## src/rtl/cpwm_pkg.sv

```systemverilog
package cpwm_pkg;

  // How the gap value is chosen for a compare edge
  typedef enum logic {
    SCH_BY_EDGE = 1'b0,
    SCH_BY_PAIR = 1'b1
  } dt_scheme_e;

endpackage

```

## src/rtl/cpwm_edge_track.sv

```systemverilog
module cpwm_edge_track (
  input  logic clk,
  input  logic rst,
  input  logic cmp_in,
  input  logic indep_mode,
  output logic rise_o,
  output logic fall_o,
  output logic event_o
);

  logic cmp_q;
  logic fresh_q;

  always_ff @(posedge clk) begin
    if (rst) begin
      cmp_q   <= 1'b0;
      fresh_q <= 1'b1;
    end else begin
      cmp_q   <= cmp_in;
      fresh_q <= indep_mode;
    end
  end

  assign rise_o  = cmp_in & ~cmp_q;
  assign fall_o  = ~cmp_in & cmp_q;
  assign event_o = (rise_o | fall_o | fresh_q) & ~indep_mode;


  mode_entry_chk: assert property (@(posedge clk) disable iff (rst)
    $fell(indep_mode) |-> event_o);

endmodule

```

## src/rtl/cpwm_dt_pick.sv

```systemverilog
module cpwm_dt_pick #(
  parameter int CW = 6
) (
  input  cpwm_pkg::dt_scheme_e scheme,
  input  logic                 pair_pick,
  input  logic                 level,
  input  logic [CW-1:0]        dt_rise,
  input  logic [CW-1:0]        dt_fall,
  output logic [CW-1:0]        dt_o,
  output logic                 dt_zero_o
);

  always_comb begin
    if (scheme == cpwm_pkg::SCH_BY_PAIR) dt_o = pair_pick ? dt_fall : dt_rise;
    else                                 dt_o = level ? dt_rise : dt_fall;
  end

  assign dt_zero_o = (dt_o == '0);

endmodule

```

## src/rtl/cpwm_dt_count.sv

```systemverilog
module cpwm_dt_count #(
  parameter int CW = 6
) (
  input  logic          clk,
  input  logic          rst,
  input  logic          indep_mode,
  input  logic          load,
  input  logic [CW-1:0] load_val,
  output logic [CW-1:0] cnt_o,
  output logic          last_o
);

  localparam logic [CW-1:0] ONE = CW'(1);

  logic [CW-1:0] cnt_q;

  always_ff @(posedge clk) begin
    if (rst || indep_mode) cnt_q <= '0;
    else if (load)         cnt_q <= load_val;
    else if (cnt_q != '0)  cnt_q <= cnt_q - ONE;
  end

  assign cnt_o  = cnt_q;
  assign last_o = (cnt_q == ONE) || (cnt_q == '0);


  countdown_chk: assert property (@(posedge clk) disable iff (rst)
    (!indep_mode && !load && cnt_q != '0) |=> cnt_q == $past(cnt_q) - ONE);


  reload_chk: assert property (@(posedge clk) disable iff (rst)
    (!indep_mode && load) |=> cnt_q == $past(load_val));


  reset_clear_chk: assert property (@(posedge clk)
    rst |=> cnt_q == '0);

endmodule

```

## src/rtl/cpwm_deadband.sv

```systemverilog
module cpwm_deadband #(
  parameter int CW = 6
) (
  input  logic          clk,
  input  logic          rst,
  input  logic          cmp_in,
  input  logic          indep_mode,
  input  logic          indep_lo_in,
  input  logic          scheme_sel,
  input  logic          pair_pick,
  input  logic [CW-1:0] dt_rise,
  input  logic [CW-1:0] dt_fall,
  output logic          hi_out,
  output logic          lo_out
);

  logic          rise;
  logic          fall;
  logic          edge_ev;
  logic [CW-1:0] dt_sel;
  logic          dt_zero;
  logic [CW-1:0] cnt;
  logic          cnt_last;
  logic          drive_ok;
  logic          hi_q;
  logic          lo_q;

  cpwm_edge_track u_edge (
    .clk        (clk),
    .rst        (rst),
    .cmp_in     (cmp_in),
    .indep_mode (indep_mode),
    .rise_o     (rise),
    .fall_o     (fall),
    .event_o    (edge_ev)
  );

  cpwm_dt_pick #(.CW(CW)) u_pick (
    .scheme    (cpwm_pkg::dt_scheme_e'(scheme_sel)),
    .pair_pick (pair_pick),
    .level     (cmp_in),
    .dt_rise   (dt_rise),
    .dt_fall   (dt_fall),
    .dt_o      (dt_sel),
    .dt_zero_o (dt_zero)
  );

  cpwm_dt_count #(.CW(CW)) u_cnt (
    .clk        (clk),
    .rst        (rst),
    .indep_mode (indep_mode),
    .load       (edge_ev),
    .load_val   (dt_sel),
    .cnt_o      (cnt),
    .last_o     (cnt_last)
  );

  // Turn-on allowed now: a fresh edge with no gap, or a count that ends here
  assign drive_ok = edge_ev ? dt_zero : cnt_last;

  always_ff @(posedge clk) begin
    if (rst) begin
      hi_q <= 1'b0;
      lo_q <= 1'b0;
    end else if (indep_mode) begin
      hi_q <= cmp_in;
      lo_q <= indep_lo_in;
    end else begin
      hi_q <= drive_ok & cmp_in;
      lo_q <= drive_ok & ~cmp_in;
    end
  end

  assign hi_out = hi_q;
  assign lo_out = lo_q;


  reset_idle_chk: assert property (@(posedge clk)
    rst |=> (!hi_out && !lo_out));


  no_overlap_chk: assert property (@(posedge clk) disable iff (rst)
    !$past(indep_mode) |-> !(hi_out && lo_out));


  rise_lo_off_chk: assert property (@(posedge clk) disable iff (rst)
    (!indep_mode && rise) |=> !lo_out);


  fall_hi_off_chk: assert property (@(posedge clk) disable iff (rst)
    (!indep_mode && fall) |=> !hi_out);


  gap_hold_chk: assert property (@(posedge clk) disable iff (rst)
    (!indep_mode && !edge_ev && cnt > CW'(1)) |=> (!hi_out && !lo_out));


  zero_gap_chk: assert property (@(posedge clk) disable iff (rst)
    (!indep_mode && edge_ev && dt_sel == '0) |=>
      (hi_out == $past(cmp_in) && lo_out == !$past(cmp_in)));


  indep_follow_chk: assert property (@(posedge clk) disable iff (rst)
    indep_mode |=> (hi_out == $past(cmp_in) && lo_out == $past(indep_lo_in)));

endmodule

```

## config.mk

```make
export PLATFORM = sky130hd
export DESIGN_NAME = cpwm_deadband
export DESIGN_NICKNAME = d
export VERILOG_FILES = /design/src/rtl/cpwm_pkg.sv /design/src/rtl/cpwm_edge_track.sv /design/src/rtl/cpwm_dt_pick.sv /design/src/rtl/cpwm_dt_count.sv /design/src/rtl/cpwm_deadband.sv
export SDC_FILE = /design/constraint.sdc
export NUM_CORES = 1
export LEC_CHECK = 0
export BUFFER_PORTS_ARGS = -buffer_cell sky130_fd_sc_hd__buf_2
export CAP_MARGIN = 30
export CORE_MARGIN = 8
export CORE_UTILIZATION = 48
export CTS_CLUSTER_SIZE = 30
export DETAILED_ROUTE_END_ITERATION = 8
export HOLD_SLACK_MARGIN = 0.06
export PLACE_DENSITY = 0.85
export SLEW_MARGIN = 20
export SYNTH_ARGS = -nofsm -noshare
export SYNTH_HDL_FRONTEND = slang
export SYNTH_SLANG_ARGS = --single-unit
```

## constraint.sdc

```tcl
create_clock -name clk -period 2.3 [get_ports clk]
set_input_delay 0.345 -clock clk [delete_from_list [all_inputs] [get_ports clk]]
set_output_delay 0.345 -clock clk [all_outputs]
set_load 0.01 [all_outputs]
```

# Word-level counts from Yosys, hierarchy flattened
# Cells that the tools add are included.
[op_classes]
n_addsub = 1
n_eq_ne = 1
muxes = 8
bitwise = 10
reduce_logical = 6
[op_table]
columns = ["operator", "count"]
rows = [
  ["$mux W6", 5],
  ["$logic_not A6 Y1", 2],
  ["$eq A6 B1 Y1 const B", 1],
  ["$reduce_bool A6 Y1", 1],
  ["$sub A6 B1 Y6 const B", 1],
  ["$and A1 B1 Y1", 5],
  ["$mux W1", 3],
  ["$not A1 Y1", 3],
  ["$logic_or A1 B1 Y1", 2],
  ["$or A1 B1 Y1", 2],
  ["$reduce_bool A2 Y1", 1],
]
[totals]
regBits = 10
in_bits = 19
word_cells = 31

# Logic depth before layout (Yosys ltp)
[depth]
depth_word = 8
ltp_mapped = 6
ltp_nobuf = 6

# Modules after synthesis
# A second synthesis with hierarchy kept.
[hier_totals]
cells_unflattened = 79
area_unflattened_um2 = 679.4
[by_module_without_submodules]
columns = ["module", "n_inst", "cells_each", "area_per_inst_um2", "seq_area_each_um2"]
rows = [
  ["cpwm_dt_count", 1, 47, 381.6, 120.1],
  ["cpwm_dt_pick", 1, 13, 125.1, 0.0],
  ["cpwm_edge_track", 1, 10, 91.3, 40.0],
  ["cpwm_deadband", 1, 9, 81.3, 40.0],
]

# Least setup slack after synthesis
# OpenSTA, ideal clock, no wires.
[synth_path]
kind = "register to register"
startpoint = "register u_cnt.cnt_q[0] (netlist: u_cnt.cnt_o[0])"
endpoint = "register u_cnt.cnt_q[5] (netlist: u_cnt.cnt_o[5])"
setup_ns = 0.088
t_arrival_ns = 1.599
required_ns = 2.212
setup_slack_ns = 0.612
path_stages_with_launch = 7
n_path_buf = 1
period_less_slack_ns = 1.688
path_cell_list = "dfxtp_1 -> inv_1 -> ha_1 -> buf_1 -> or4_1 -> and3_1 -> a311oi_2"
[synth_via]
elab_chain_len = 3
elab_cells_between_ends = 5
classes_between = "add/sub: 1; mux: 2; reduce/logical: 2"
[synth_lines]
columns = ["item", "line", "source"]
rows = [
  ["start, declared", "cpwm_dt_count.sv:15", "logic [CW-1:0] cnt_q;"],
  ["start signal, assigned", "cpwm_dt_count.sv:19", "else if (load) cnt_q <= load_val;"],
  ["start signal, assigned", "cpwm_dt_count.sv:20", "else if (cnt_q != '0) cnt_q <= cnt_q - ONE;"],
  ["$sub A6 B1 Y6", "cpwm_dt_count.sv:20", ""],
  ["$mux W6", "cpwm_dt_count.sv:20", ""],
  ["$mux W6", "cpwm_dt_count.sv:19", ""],
]
# Parallel ways exist; a longest one is shown, timed or not. The select of a mux whose other input is x is not followed.
# A chain may end at the register's enable or synchronous reset.

# Worst setup path in the final report
# Same ends and word-level chain as after synthesis.

==> impl_metrics.yaml <==
timing:
  period_needed_ns: 1.796
  finalHoldViolations: 0
  setup_viol: 0
  finClkSkew_ns: 0.004639
  setup_tns_ns: 0
  rsz0062_at_grt: "no"
  final.period_utilization: 0.7810
  fmax_mhz: 556.7
  worst_pin_slew_ns: 0.3827
  slew_violations: 0
  slew_headroom: 0.7439
synthesis:
  syn_area_sq_um: 653.1
  synth_top_family_by_area: "compound AO/OA/AOI/OAI gates"
  synth-compound-area-share: 0.3563
  synth_xor_area_frac: 0.01341
  synth-simple-area-share: 0.1992
  seq_area_frac_synth: 0.3065
  netlist_top_cells_count: "10 x dfxtp_1, 7 x a21oi_1, 7 x nor2_1, 7 x o21ai_0"
  synth_most_common_cell: "dfxtp_1"
  dominantRegCellSynth: "dfxtp_1"
  synthAdderAreaFrac: 0.05747
  yosys.area.top_type: "dfxtp_1"
  yosys.area.top_type_share: 0.3065
  muxShareOfSynthArea: 0.01533
  syn_area_per_cell_sq_um: 7.965
  ys_ff_latch: 10
  synth_cell_types: 30
  synth_cells: 82
  synth_edf_count: 0
  synth_fp_nets: 104
  async_flop_share: 0
  synthTopCellsByArea: "dfxtp_1 31%, a311oi_1 8.0%, ha_1 5.7%"
  yosysWarningCount: 0
grt:
  met3_usage: 0.03361
  use_met2: 0.2402
  antenna_found_initial: 0
  grtUsageMet1: 0.1589
  grt_pass1_wl_microns: 2980
  grt_max_degree: 12
  overflow: 0
  gr-max-usage-layer: "met2"
  grt_pass1_vias: 735
  gr-usage-all-layers: 0.1439
clock_network:
  cts.sinks: 10
  cts_setup_buffers: 0
  clock_latency_ns: 0.27
  cts_resized: 0
  clockBufferDepth: 2
  cts_buffers: 3
  root_buffer: "clkbuf_4"
  holdBufCountCts: 0
  cts_tree: "yes"
  htreeDepth: 1
  clk_pin_slew_worst_paths_ns: 0.07
layout:
  final_core_util: 0.6349
  final_nets: 128
  fin_cells: 120
  fillers: 107
  drive_gt1_frac: 0.2857
  multi_input_area_sq_um: 419.2
  area_growth_pct: 24.90
  n_antenna_cell: 0
  regArea_sq_um: 200.2
critical_path:
  reg2reg_slack_ns: 0.50
  required_ns: 2.48
  arrival_ns: 1.98
  reg2reg_from: "u_cnt.cnt_o[0]$_SDFFE_PP0P_"
  end_kind: "flip-flop"
  crit_end: "u_cnt.cnt_o[5]$_SDFFE_PP0P_"
  crit_start: "u_cnt.cnt_o[0]$_SDFFE_PP0P_"
  crit_family: "simple AND/OR/NAND/NOR gates"
  slowest_delay_ns: 0.49
  cp-start-kind: "flip-flop"
  path_cells: "inv_1 -> ha_1 -> or4_1 -> and3_1 -> a311oi_2"
  cp_max_fo: 9
  critPathBufInv: 1
  r2r-end: "u_cnt.cnt_o[5]$_SDFFE_PP0P_"
  cpMaxStageDelayCell: "or4_1"
  crit_type: "reg2reg"
  ff2ff_path_depth: 5
  cp.depth: 5
pwr:
  combPwrFrac: 0.283
  clockPowerShare: 0.319
  seq_power_share: 0.398
  switching_share: 0.2947
  p_int_w: 0.0003446
  switchingPower_w: 0.0001440
  power_density_mw_per_mm2: 598.9
  ir_drop_mv: 0.3304
  p_leak_nw: 0.3625
route:
  viasPerCell: 6.000
  drc_errors: 0
  drtPass1Iterations: 4
  wl_per_cell_microns: 14.12
  drtAntennaViolNets: 0
  routed_wirelength_microns: 1694
  drt_iter0_drc: 9
  vias: 720
die:
  initial_core_util: 0.5083
  num_rows: 13
  die_h_microns: 52.89
  io_pins: 21
  placeableCoreArea_sq_mm: 0.001285
  die-area_sq_mm: 0.002797
  fp.dieW_microns: 52.89
place:
  dp_hpwl_microns: 1376
  dpl.cell_count: 116
  gp_congestion: 0.7537
  portBuffers: 20
hold_path:
  min_path_type: "in2reg"
run_status:
  status: "finished, final reports clean"
flow_run:
  cap_violations: 0
[worst min path at each step]
stage                               from                     endpoint  slack, ns  cells past startpoint
6_report                             rst            lo_out$_SDFF_PP0_       0.26                      2
5_1_grt                              rst            lo_out$_SDFF_PP0_       0.26                      2
4_1_cts                              rst            lo_out$_SDFF_PP0_       0.26                      2
3_5_place_dp                         rst            lo_out$_SDFF_PP0_       0.54                      2
3_3_place_gp   u_edge.fresh_q$_SDFF_PP1_  u_cnt.cnt_o[2]$_SDFFE_PP0P_       0.52                      3
2_1_floorplan                        rst            lo_out$_SDFF_PP0_       0.41                      1
[state kept, by name, summed over array words and instances (netlist names)]
register,flops
u_cnt.cnt_o,6
hi_out,1
lo_out,1
u_edge.cmp_q,1
u_edge.fresh_q,1
[cell families after synthesis]
logic type | count (synthesis)
muxes | 1
DFF | 10
xor gates and xnor gates | 1
AOI/OAI and AO/OA | 33
buffers and inverters | 9
and+or+nand+nor | 25
adders and majority gates | 3
[cells in the final DEF (no fill, tap or decap), types with 2 or more instances in the layout]
master / count
dfxtp_1: 10
o21ai_0: 7
a21o_1: 2
nand2_1: 6
or4_1: 3
ha_1: 3
nor2_1: 7
a211oi_1: 3
a21oi_1: 7
buf_4: 3
a21boi_0: 2
a311oi_1: 6
clkbuf_4: 3
nor4_1: 2
inv_1: 5
buf_2: 20
[metrics by stage]
step	worst slack (ns)	total power, W	hold WS [ns]	cell area, sq um
finish	0.5038	0.0004886	0.2587	815.8
global route	0.3932	0.0005224	0.2584	815.8
CTS	0.5117	0.0004890	0.2550	815.8
detailed placement	0.5288	0.0003338	0.5368	779.5
global placement	0.5950	0.0003287	0.5183	779.5
floorplan	0.6124	0.0002853	0.4141	653.1
[power by group through the flow]
stage               clock network [W]  registers [W]  logic [W]
floorplan                           0       0.000197  0.0000885
global placement                    0       0.000197   0.000132
detailed placement                  0       0.000198   0.000136
CTS                          0.000158       0.000194   0.000137
global route                 0.000170       0.000196   0.000156
finish                       0.000156       0.000194   0.000138
[cell type report]
type,instances,area share
flip-flops and latches,10,0.2454
multi-input cells,63,0.5138
clock buffers,4,0.04448
inverters,5,0.02301
well taps,15,0.02301
repair buffers,23,0.1503
[layer usage]
metal	vias up	part of all wire
met5	-	0
met4	0	0.028
met3	5	0.023
met2	24	0.50
met1	329	0.45
li1	362	-
Note: power is estimated with default switching activity, not from simulation.
